`src/rtl/ct_pkg.sv`:
```
`timescale 1ns/1ps
package ct_pkg;
  localparam int FW = 2;          // bits per configuration field
  localparam int CW = 3 * FW;     // configuration word width

  typedef struct packed {
    logic [FW-1:0] sz;   // total size code
    logic [FW-1:0] ln;   // line size code
    logic [FW-1:0] wy;   // way count code
  } cfg_t;

  typedef enum logic [1:0] {ST_IDLE, ST_PREP, ST_MEAS} st_t;
endpackage

```
`src/rtl/ct_legal_chk.sv`:
```
`timescale 1ns/1ps
module ct_legal_chk
  import ct_pkg::*;
#(
  parameter int N_SIZE = 4
) (
  input  cfg_t                   cfg_i,
  input  logic [N_SIZE*FW-1:0]   amax_i,
  output logic                   ok_o
);
  logic [FW-1:0] lim [N_SIZE];

  for (genvar s = 0; s < N_SIZE; s++) begin : g_sz
    assign lim[s] = amax_i[s*FW +: FW];
  end

  assign ok_o = (cfg_i.wy <= lim[cfg_i.sz]);
endmodule

```
`src/rtl/ct_cand_gen.sv`:
```
`timescale 1ns/1ps
module ct_cand_gen
  import ct_pkg::*;
#(
  parameter int N_SIZE  = 4,
  parameter int N_LINE  = 3,
  parameter int N_WAYS  = 3,
  parameter int N_SWEEP = 6
) (
  input  cfg_t        base1_i,
  input  cfg_t        base2_i,
  input  logic [2:0]  step_i,
  input  logic [4:0]  idx_i,
  output cfg_t        cand1_o,
  output cfg_t        cand2_o,
  output logic        over_o,
  output logic        range_ok_o
);
  localparam logic [4:0]  NSZ    = 5'(N_SIZE);
  localparam logic [4:0]  NLN    = 5'(N_LINE);
  localparam logic [4:0]  NWY    = 5'(N_WAYS);
  localparam logic [4:0]  NLOC   = 5'(2 * 4 * 2);
  localparam logic [FW:0] TOP_SZ = (FW+1)'(N_SIZE - 1);
  localparam logic [FW:0] TOP_LN = (FW+1)'(N_LINE - 1);
  localparam logic [FW:0] TOP_WY = (FW+1)'(N_WAYS - 1);

  cfg_t       pick, mod;
  logic       lvl, up;
  logic [1:0] fld;

  always_comb begin
    lvl        = 1'b0;
    up         = 1'b0;
    fld        = 2'd0;
    over_o     = 1'b0;
    range_ok_o = 1'b1;
    pick       = base1_i;
    mod        = base1_i;
    if (step_i < 3'(N_SWEEP)) begin
      lvl  = step_i[0];
      fld  = step_i[2:1];
      pick = lvl ? base2_i : base1_i;
      mod  = pick;
      case (fld)
        2'd0: begin over_o = (idx_i >= NSZ); mod.sz = idx_i[FW-1:0]; end
        2'd1: begin over_o = (idx_i >= NLN); mod.ln = idx_i[FW-1:0]; end
        2'd2: begin over_o = (idx_i >= NWY); mod.wy = idx_i[FW-1:0]; end
        default: over_o = 1'b1;
      endcase
    end else begin
      lvl    = idx_i[3];
      fld    = idx_i[2:1];
      up     = idx_i[0];
      over_o = (idx_i >= NLOC);
      pick   = lvl ? base2_i : base1_i;
      mod    = pick;
      if (fld == 2'd0 || fld == 2'd3) begin
        if (up) begin
          if ({1'b0, pick.sz} >= TOP_SZ) range_ok_o = 1'b0;
          mod.sz = pick.sz + 1'b1;
        end else begin
          if (pick.sz == '0) range_ok_o = 1'b0;
          mod.sz = pick.sz - 1'b1;
        end
      end
      if (fld == 2'd1) begin
        if (up) begin
          if ({1'b0, pick.ln} >= TOP_LN) range_ok_o = 1'b0;
          mod.ln = pick.ln + 1'b1;
        end else begin
          if (pick.ln == '0) range_ok_o = 1'b0;
          mod.ln = pick.ln - 1'b1;
        end
      end
      if (fld == 2'd2 || fld == 2'd3) begin
        if (up) begin
          if ({1'b0, pick.wy} >= TOP_WY) range_ok_o = 1'b0;
          mod.wy = pick.wy + 1'b1;
        end else begin
          if (pick.wy == '0) range_ok_o = 1'b0;
          mod.wy = pick.wy - 1'b1;
        end
      end
    end
  end

  assign cand1_o = lvl ? base1_i : mod;
  assign cand2_o = lvl ? mod : base2_i;
endmodule

```
`src/rtl/cache_tuner.sv`:
```
`timescale 1ns/1ps
module cache_tuner
  import ct_pkg::*;
#(
  parameter int EW       = 32,
  parameter int N_SIZE   = 4,
  parameter int N_LINE   = 3,
  parameter int N_WAYS   = 3,
  parameter int L2_SIZE0 = 2,
  parameter int L2_LINE0 = 2,
  parameter int L2_WAYS0 = 2
) (
  input  logic                 clk,
  input  logic                 rst,
  input  logic                 start_i,
  input  logic [EW-1:0]        energy_i,
  input  logic                 energy_vld_i,
  input  logic [N_SIZE*FW-1:0] l1_amax_i,
  input  logic [N_SIZE*FW-1:0] l2_amax_i,
  output logic [CW-1:0]        l1i_cfg_o,
  output logic [CW-1:0]        l2i_cfg_o,
  output logic [CW-1:0]        l1d_cfg_o,
  output logic [CW-1:0]        l2d_cfg_o,
  output logic                 meas_req_o,
  output logic                 done_o
);
  localparam int         N_SWEEP    = 6;
  localparam logic [2:0] LOCAL_STEP = 3'(N_SWEEP);
  localparam cfg_t       L1_INIT    = '0;
  localparam cfg_t       L2_INIT    = '{sz: FW'(L2_SIZE0), ln: FW'(L2_LINE0), wy: FW'(L2_WAYS0)};

  st_t           st;
  logic          hier;
  logic [2:0]    step;
  logic [4:0]    idx;
  cfg_t          best1, best2;
  logic [EW-1:0] best_e;
  cfg_t          cfg_q [4];
  logic          req_q, done_q;

  cfg_t                 cand1, cand2;
  logic                 over, range_ok, legal;
  cfg_t                 chk_c   [2];
  logic [N_SIZE*FW-1:0] chk_lim [2];
  logic                 chk_ok  [2];

  ct_cand_gen #(
    .N_SIZE(N_SIZE), .N_LINE(N_LINE), .N_WAYS(N_WAYS), .N_SWEEP(N_SWEEP)
  ) u_cand (
    .base1_i(best1), .base2_i(best2), .step_i(step), .idx_i(idx),
    .cand1_o(cand1), .cand2_o(cand2), .over_o(over), .range_ok_o(range_ok)
  );

  assign chk_c[0]   = cand1;
  assign chk_c[1]   = cand2;
  assign chk_lim[0] = l1_amax_i;
  assign chk_lim[1] = l2_amax_i;

  for (genvar g = 0; g < 2; g++) begin : g_lvl
    ct_legal_chk #(.N_SIZE(N_SIZE)) u_chk (
      .cfg_i(chk_c[g]), .amax_i(chk_lim[g]), .ok_o(chk_ok[g])
    );
  end

  assign legal = range_ok && chk_ok[0] && chk_ok[1];

  always_ff @(posedge clk) begin
    if (rst) begin
      st     <= ST_IDLE;
      hier   <= 1'b0;
      step   <= '0;
      idx    <= '0;
      best1  <= L1_INIT;
      best2  <= L2_INIT;
      best_e <= '1;
      cfg_q[0] <= L1_INIT; cfg_q[1] <= L2_INIT;
      cfg_q[2] <= L1_INIT; cfg_q[3] <= L2_INIT;
      req_q  <= 1'b0;
      done_q <= 1'b0;
    end else begin
      case (st)
        ST_IDLE: if (start_i) begin
          st     <= ST_PREP;
          hier   <= 1'b0;
          step   <= '0;
          idx    <= '0;
          best1  <= L1_INIT;
          best2  <= L2_INIT;
          best_e <= '1;
          done_q <= 1'b0;
          cfg_q[0] <= L1_INIT; cfg_q[1] <= L2_INIT;
          cfg_q[2] <= L1_INIT; cfg_q[3] <= L2_INIT;
        end
        ST_PREP: begin
          if (over) begin
            if (step == LOCAL_STEP) begin
              cfg_q[{hier, 1'b0}] <= best1;
              cfg_q[{hier, 1'b1}] <= best2;
              if (hier) begin
                st     <= ST_IDLE;
                done_q <= 1'b1;
              end else begin
                hier   <= 1'b1;
                step   <= '0;
                idx    <= '0;
                best1  <= L1_INIT;
                best2  <= L2_INIT;
                best_e <= '1;
              end
            end else begin
              step <= step + 3'd1;
              idx  <= '0;
            end
          end else if (!legal) begin
            idx <= idx + 5'd1;
          end else begin
            cfg_q[{hier, 1'b0}] <= cand1;
            cfg_q[{hier, 1'b1}] <= cand2;
            req_q <= 1'b1;
            st    <= ST_MEAS;
          end
        end
        ST_MEAS: if (energy_vld_i) begin
          req_q <= 1'b0;
          st    <= ST_PREP;
          if (energy_i < best_e) begin
            best_e <= energy_i;
            best1  <= cand1;
            best2  <= cand2;
          end
          if (step != LOCAL_STEP && energy_i > best_e) begin
            step <= step + 3'd1;
            idx  <= '0;
          end else begin
            idx <= idx + 5'd1;
          end
        end
        default: st <= ST_IDLE;
      endcase
    end
  end

  assign l1i_cfg_o  = cfg_q[0];
  assign l2i_cfg_o  = cfg_q[1];
  assign l1d_cfg_o  = cfg_q[2];
  assign l2d_cfg_o  = cfg_q[3];
  assign meas_req_o = req_q;
  assign done_o     = done_q;

  // an open request stays open until energy arrives
  p_req_hold_r2: assert property (@(posedge clk) disable iff (rst)
    (meas_req_o && !energy_vld_i) |=> meas_req_o);

  // words do not move while a measurement is pending
  p_cfg_stable_r2: assert property (@(posedge clk) disable iff (rst)
    (meas_req_o && !energy_vld_i) |=> ($stable(l1i_cfg_o) && $stable(l2i_cfg_o)
                                       && $stable(l1d_cfg_o) && $stable(l2d_cfg_o)));

  // data words rest at their start values while the instruction path is tuned
  p_data_hold_r8: assert property (@(posedge clk) disable iff (rst)
    (st != ST_IDLE && !hier) |-> (l1d_cfg_o == CW'(L1_INIT) && l2d_cfg_o == CW'(L2_INIT)));

  // completion and an open request never coexist
  p_done_excl_r9: assert property (@(posedge clk) disable iff (rst)
    done_o |-> !meas_req_o);

  // within one path the best energy never rises
  p_best_mono_r6: assert property (@(posedge clk) disable iff (rst)
    (st != ST_IDLE && $past(st) != ST_IDLE && hier == $past(hier)) |-> (best_e <= $past(best_e)));
endmodule

```
`config.mk`:
```
export PLATFORM = sky130hd
export DESIGN_NAME = cache_tuner
export DESIGN_NICKNAME = d
export VERILOG_FILES = /design/src/rtl/ct_pkg.sv /design/src/rtl/ct_legal_chk.sv /design/src/rtl/ct_cand_gen.sv /design/src/rtl/cache_tuner.sv
export SDC_FILE = /design/constraint.sdc
export NUM_CORES = 1
export LEC_CHECK = 0
export BUFFER_PORTS_ARGS = -buffer_cell sky130_fd_sc_hd__buf_2
export CAP_MARGIN = 20
export CORE_MARGIN = 2
export CORE_UTILIZATION = 50
export DETAILED_ROUTE_END_ITERATION = 10
export PLACE_DENSITY_LB_ADDON = 0.05
export SLEW_MARGIN = 20
export SYNTH_ARGS = -nofsm -noshare
export SYNTH_HDL_FRONTEND = slang
export SYNTH_SLANG_ARGS = --single-unit
export TNS_END_PERCENT = 5
```
`constraint.sdc`:
```
create_clock -name clk -period 4.3 [get_ports clk]
set_input_delay 0.43 -clock clk [delete_from_list [all_inputs] [get_ports clk]]
set_output_delay 0.43 -clock clk [all_outputs]
set_load 0.01 [all_outputs]
```
# Word level (Yosys, flattened, before mapping)
# Memories as Yosys holds them, arrays and structs flattened.
# Cells that the tools add are included.
# word_totals
register_bits,57
ram_bits,24
input_bits,52
word_cells,211
memories,1
# op_classes
addsub,8
n_lt_le_gt_ge,13
eq_ne,25
n_mux,119
bitwise,8
n_reduce_logical,24
# mem_list
name,depth,width,read_ports,rd_clocked_by_memory_dff,wr,line,source
cfg_q,4,6,4,0,4,cache_tuner.sv:38,cfg_t cfg_q [4];
# ops
operator,n
two-way mux 32 bit,6
two-way mux 6 bit,25
one-hot mux 32 bit (3 select lines),1
two-way mux 1 bit,42
two-way mux 2 bit,21
one-hot mux 6 bit (3 select lines),2
two-way mux 5 bit,7
greater-than comparator 32 bit,1
less-than comparator 32 bit,1
"!= test 2 bit, second input constant",10
two-way mux 3 bit,6
"!= test 3 bit, second input constant",6
one-hot mux 5 bit (3 select lines),1
AND reduction 5 bit,3
zero test 2 bit,6
OR reduction 6 bit,2
one-hot mux 3 bit (3 select lines),1
binary-select mux 2 bit (select 2 bit),2
"equality test 2 bit, second input constant",4
one-hot mux 1 bit (2 select lines),4
AND reduction 4 bit,2
AND reduction 7 bit,1
"adder 2 x 1 -> 2 bit, second input constant",3
"equality test 2 x 1 -> 1 bit, second input constant",3
21 further kinds,37

# Longest topological paths before layout
# depth
word_depth,22
depth_mapped,17
ltp_nobuf,16

# Modules after synthesis
# A second synthesis with hierarchy kept.
# unflattened
hier_cells,527
hier_area_um2,4951.0
# by_module_without_submodules
mod,instances,cells_each,area_each_um2
cache_tuner,1,397,3968.8
ct_cand_gen,1,112,789.5
ct_legal_chk,2,9,96.3

# Worst setup path before layout
# No wires, ideal clock.
# synth_path
path_type,flip-flop to flip-flop
start,register step[1]
end,"memory cfg_q[0][0] (netlist bit), enable pin"
setup_time_ns,0.350
arrival_ns,4.251
required_ns,3.950
setup_slack_ns,-0.301
stages_incl_launch_ff,17
period_less_slack_ns,4.601
cell_sequence,dfxtp_1 > ha_1 > and2_0 > or2_2 > clkbuf_1 > o21ai_0 > mux4_2 > inv_1 > ha_1 > nor2b_1 > a2bb2oi_1 > a211o_1 > nor3b_4 > nor2_1 > or3_4 > buf_6 > nand2_1
# synth_lines
element,line,source
from (decl),cache_tuner.sv:34,logic [2:0] step;
from (signal assigned),cache_tuner.sv:111,step <= step + 3'd1;
from (signal assigned),cache_tuner.sv:132,step <= step + 3'd1;
to (decl),cache_tuner.sv:38,

==> metrics.md <==
| Metric | Value |
|---|---|
| Most numerous cell in the Yosys netlist | `nor2_1` |
| Critical path startpoint | `step[1]` |
| Comb pwr share | `31.1%` |
| Initial antenna violation count | `1` |
| Synthesized Nets | `729` |
| Final setup vio count | `0` |
| Synth area leader | `dfxtp_1` |
| WP data required | `4.54 ns` |
| RSZ-0062 raised after global routing | `no` |
| Routed Antenna Nets | `0` |
| Sequential area share after synthesis | `34.4%` |
| Layout net count | `808` |
| Min-delay src | `energy_vld_i` |
| Int Pwr | `1.35 mW` |
| PD cells | `338 nW/um^2` |
| Pre-antenna DRT Iters | `6` |
| First-pass GRT wire length | `22400 um` |
| Mapped Area | `5420 sq um` |
| Fin crit share | `94.6%` |
| Routed vias | `4698` |
| Clock Skew | `0.0181 ns` |
| Synth top area cells | `dfxtp_1 (21%), edfxtp_1 (13%), ha_1 (12%)` |
| CTS buffer count | `9` |
| Reg power frac | `40.9%` |
| Synth top cells by count | `nor2_1 (77), dfxtp_1 (57), inv_1 (54)` |
| Final Max Slew Viols | `0` |
| Largest family of logic cells by synthesized area | `simple AND/OR/NAND/NOR gates` |
| Core area | `10700 sq um` |
| ANT cells | `0` |
| Crit Path Class | `reg -> reg` |
| Primary FF master, synth | `dfxtp_1` |
| Mux share of post-synthesis cell area | `7.32%` |
| Status | `finished, final reports clean` |
| Max Fclk | `246 MHz` |
| Worst-margin pin slew | `0.903 ns` |
| GRT Util Overall | `24.3%` |
| Fin cells | `850` |
| Clock sinks | `81` |
| Rows | `38` |
| Starting DRC count in detailed routing | `222` |
| Largest net degree at the start of global routing | `48` |
| Critical-path maximum fanout | `12` |
| Area delta synth->final | `14.9%` |
| Clock-pin slew on the worst setup and hold paths | `0.10 ns` |
| Post-synthesis cell count | `626` |
| DRC | `0` |
| Synth Area in Simple Gates | `23.4%` |
| Die W | `108 um` |
| Startpoint Class | `flip-flop` |
| Synth Area per Inst | `8.65 sq um` |
| Hold Violations, Final | `0` |
| Max Cap Viol | `0` |
| Share of layout cells above drive strength 1 | `19.0%` |
| CP Capture Type | `flip-flop` |
| R2r setup slk | `0.23 ns` |
| Skew-Pair Late Insertion Delay | `0.37 ns` |
| R2r startpoint | `step[1]` |
| Avg WL per Cell | `16.0 um` |
| Synth unique cells | `64` |
| Ys async rst share | `0%` |
| Height of the die | `108 um` |
| Clock root buffer | `clkbuf_8` |
| Layout Utilization | `58.2%` |
| Number of enable flip-flop cells after synthesis | `24` |
| Switching share of power | `35.7%` |
| Final critical-path required period | `4.07 ns` |
| Die area | `11700 sq um` |
| Max Buffers Root-to-Sink | `2` |
| Initial Utilization | `50.6%` |
| Routability cong. | `0.870` |
| Peak VDD IR | `187 uV` |
| Remaining global-route overflow | `0` |
| Setup tns final | `0 ns` |
| Post-Route WL | `13600 um` |
| Cts hold-fix bufs | `0` |
| Hold Crit Class | `in -> reg` |
| H-tree depth | `3` |
| Area share of fa/ha/maj cells after synthesis | `11.8%` |
| Vias in the first global route | `4722` |
| Slew HR | `39.3%` |
| Yosys top cell area share | `21.1%` |
| Post-DP HPWL | `9970 um` |
| DR vias/cell | `5.53` |
| Net Sw Power | `0.752 mW` |
| Crit path arrival time | `4.30 ns` |
| # IOs | `78` |
| Post-Place Cells | `834` |
| Port buffer count | `77` |
| Clock share of power | `28.0%` |
| Worst hold slack | `0.387 ns` |
| Flops & latches, synth | `81` |
| CTS tree | `built` |
| Compound-Gate Fraction of Synth Area | `15.8%` |
| Synth Area in XOR/XNOR | `0.970%` |
| Lkg Pwr | `2.97 nW` |
| Ys Warns | `0` |
## power groups by stage
| stage | clock [mW] | sequential, mW | combinational (mW) |
|---|---|---|---|
| detailed placement | 0 | 0.879 | 0.647 |
| global placement | 0 | 0.877 | 0.634 |
| floorplan | 0 | 0.892 | 0.433 |
| global route | 0.634 | 0.867 | 0.724 |
| CTS | 0.600 | 0.862 | 0.649 |
| finish | 0.590 | 0.861 | 0.654 |
## critical path: stages (launching register included)
cell and delay [ns]:
dfxtp_2 0.37, ha_1 0.26, buf_4 0.20, inv_1 0.18, nor2_1 0.13, a41oi_1 0.27
o21a_1 0.28, mux4_2 0.33, inv_1 0.07, ha_1 0.23, nor2b_1 0.13, a2bb2oi_1 0.12
a211o_1 0.27, nor3b_4 0.22, and2_4 0.26, buf_4 0.17, mux2_2 0.37, nand2b_1 0.07
## metal layers
layer  routed length, um  GRT usage, %  vias to the layer above  part of all wire (%)
li1                    -             -                     2369                     -
met1                6170          30.0                     2219                    45
met3                 461          4.34                       25                   3.4
met2                6620          42.5                       85                    49
met4                 325          8.88                        0                   2.4
met5                   0             0                        -                     0
## cells by family after synthesis
kind of cell	Yosys count
XOR/XNOR	6
buffers and inverters	83
flip-flops	81
AO/OA/AOI/OAI	138
adder cells (fa/ha/maj)	51
multiplexers	33
AND/OR/NAND/NOR	234
## final timing paths
path / end / cells past startpoint
max: cfg_q[3][3] / 17
min reg2reg: done_o / 1
max reg2reg: cfg_q[3][3] / 17
min: meas_req_o / 4
## through the flow
step / instance area [sq um] / setup slack [ns] / total power, mW
global route: 6220 / 0.0864 / 2.23
detailed placement: 6000 / 0.139 / 1.53
finish: 6220 / 0.232 / 2.11
floorplan: 5430 / 0.0498 / 1.32
global placement: 6000 / 0.235 / 1.51
CTS: 6200 / 0.142 / 2.11
## repair_timing
item,CTS,global route
endpoints found under the setup margin,0,24
gates resized for setup,0,4
setup buffers,0,0
## sequential cells by signal, summed over array words and instances (netlist names), 2 cells and up
register and count:
best_e 32, cfg_q 24, best1 6, best2 6, idx 5, step 3
st 2
## final cells by class
| type | count | area, sq um |
|---|---|---|
| sequential | 81 | 1860 |
| timing repair buffer | 97 | 536 |
| tap | 140 | 175 |
| clock buffer | 9 | 124 |
| clock inverter | 7 | 77.6 |
| inverter | 54 | 203 |
| multi-input combinational | 462 | 3250 |
| fill | 1025 | 4470 |
## cells in the final DEF (no fill, tap or decap), types with 4 or more instances in the layout
master     Yosys  routed
mux4_2         5       5
and3_1         4       4
a2bb2oi_1      5       5
xnor2_1        5       5
a21oi_1       37      36
nor3_1        12      12
mux2i_1       25      24
nand2b_1      13      13
nor2b_1       10      10
and3b_1       32      32
nand4_1        7       7
buf_4          0      20
dfxtp_1       57      56
clkbuf_8       0       9
o21a_1         4       4
nand3_1       11      11
o211ai_1       7       7
nand2_1       41      40
o21ai_0       43      42
edfxtp_1      24      24
ha_1          51      51
buf_2          3      77
o31ai_1        6       6
inv_1         54      54
nor2_1        77      77
a21o_1         4       4
o21ai_1        8       8
nor4_1         4       4
Power figures use the tool's default switching activity.
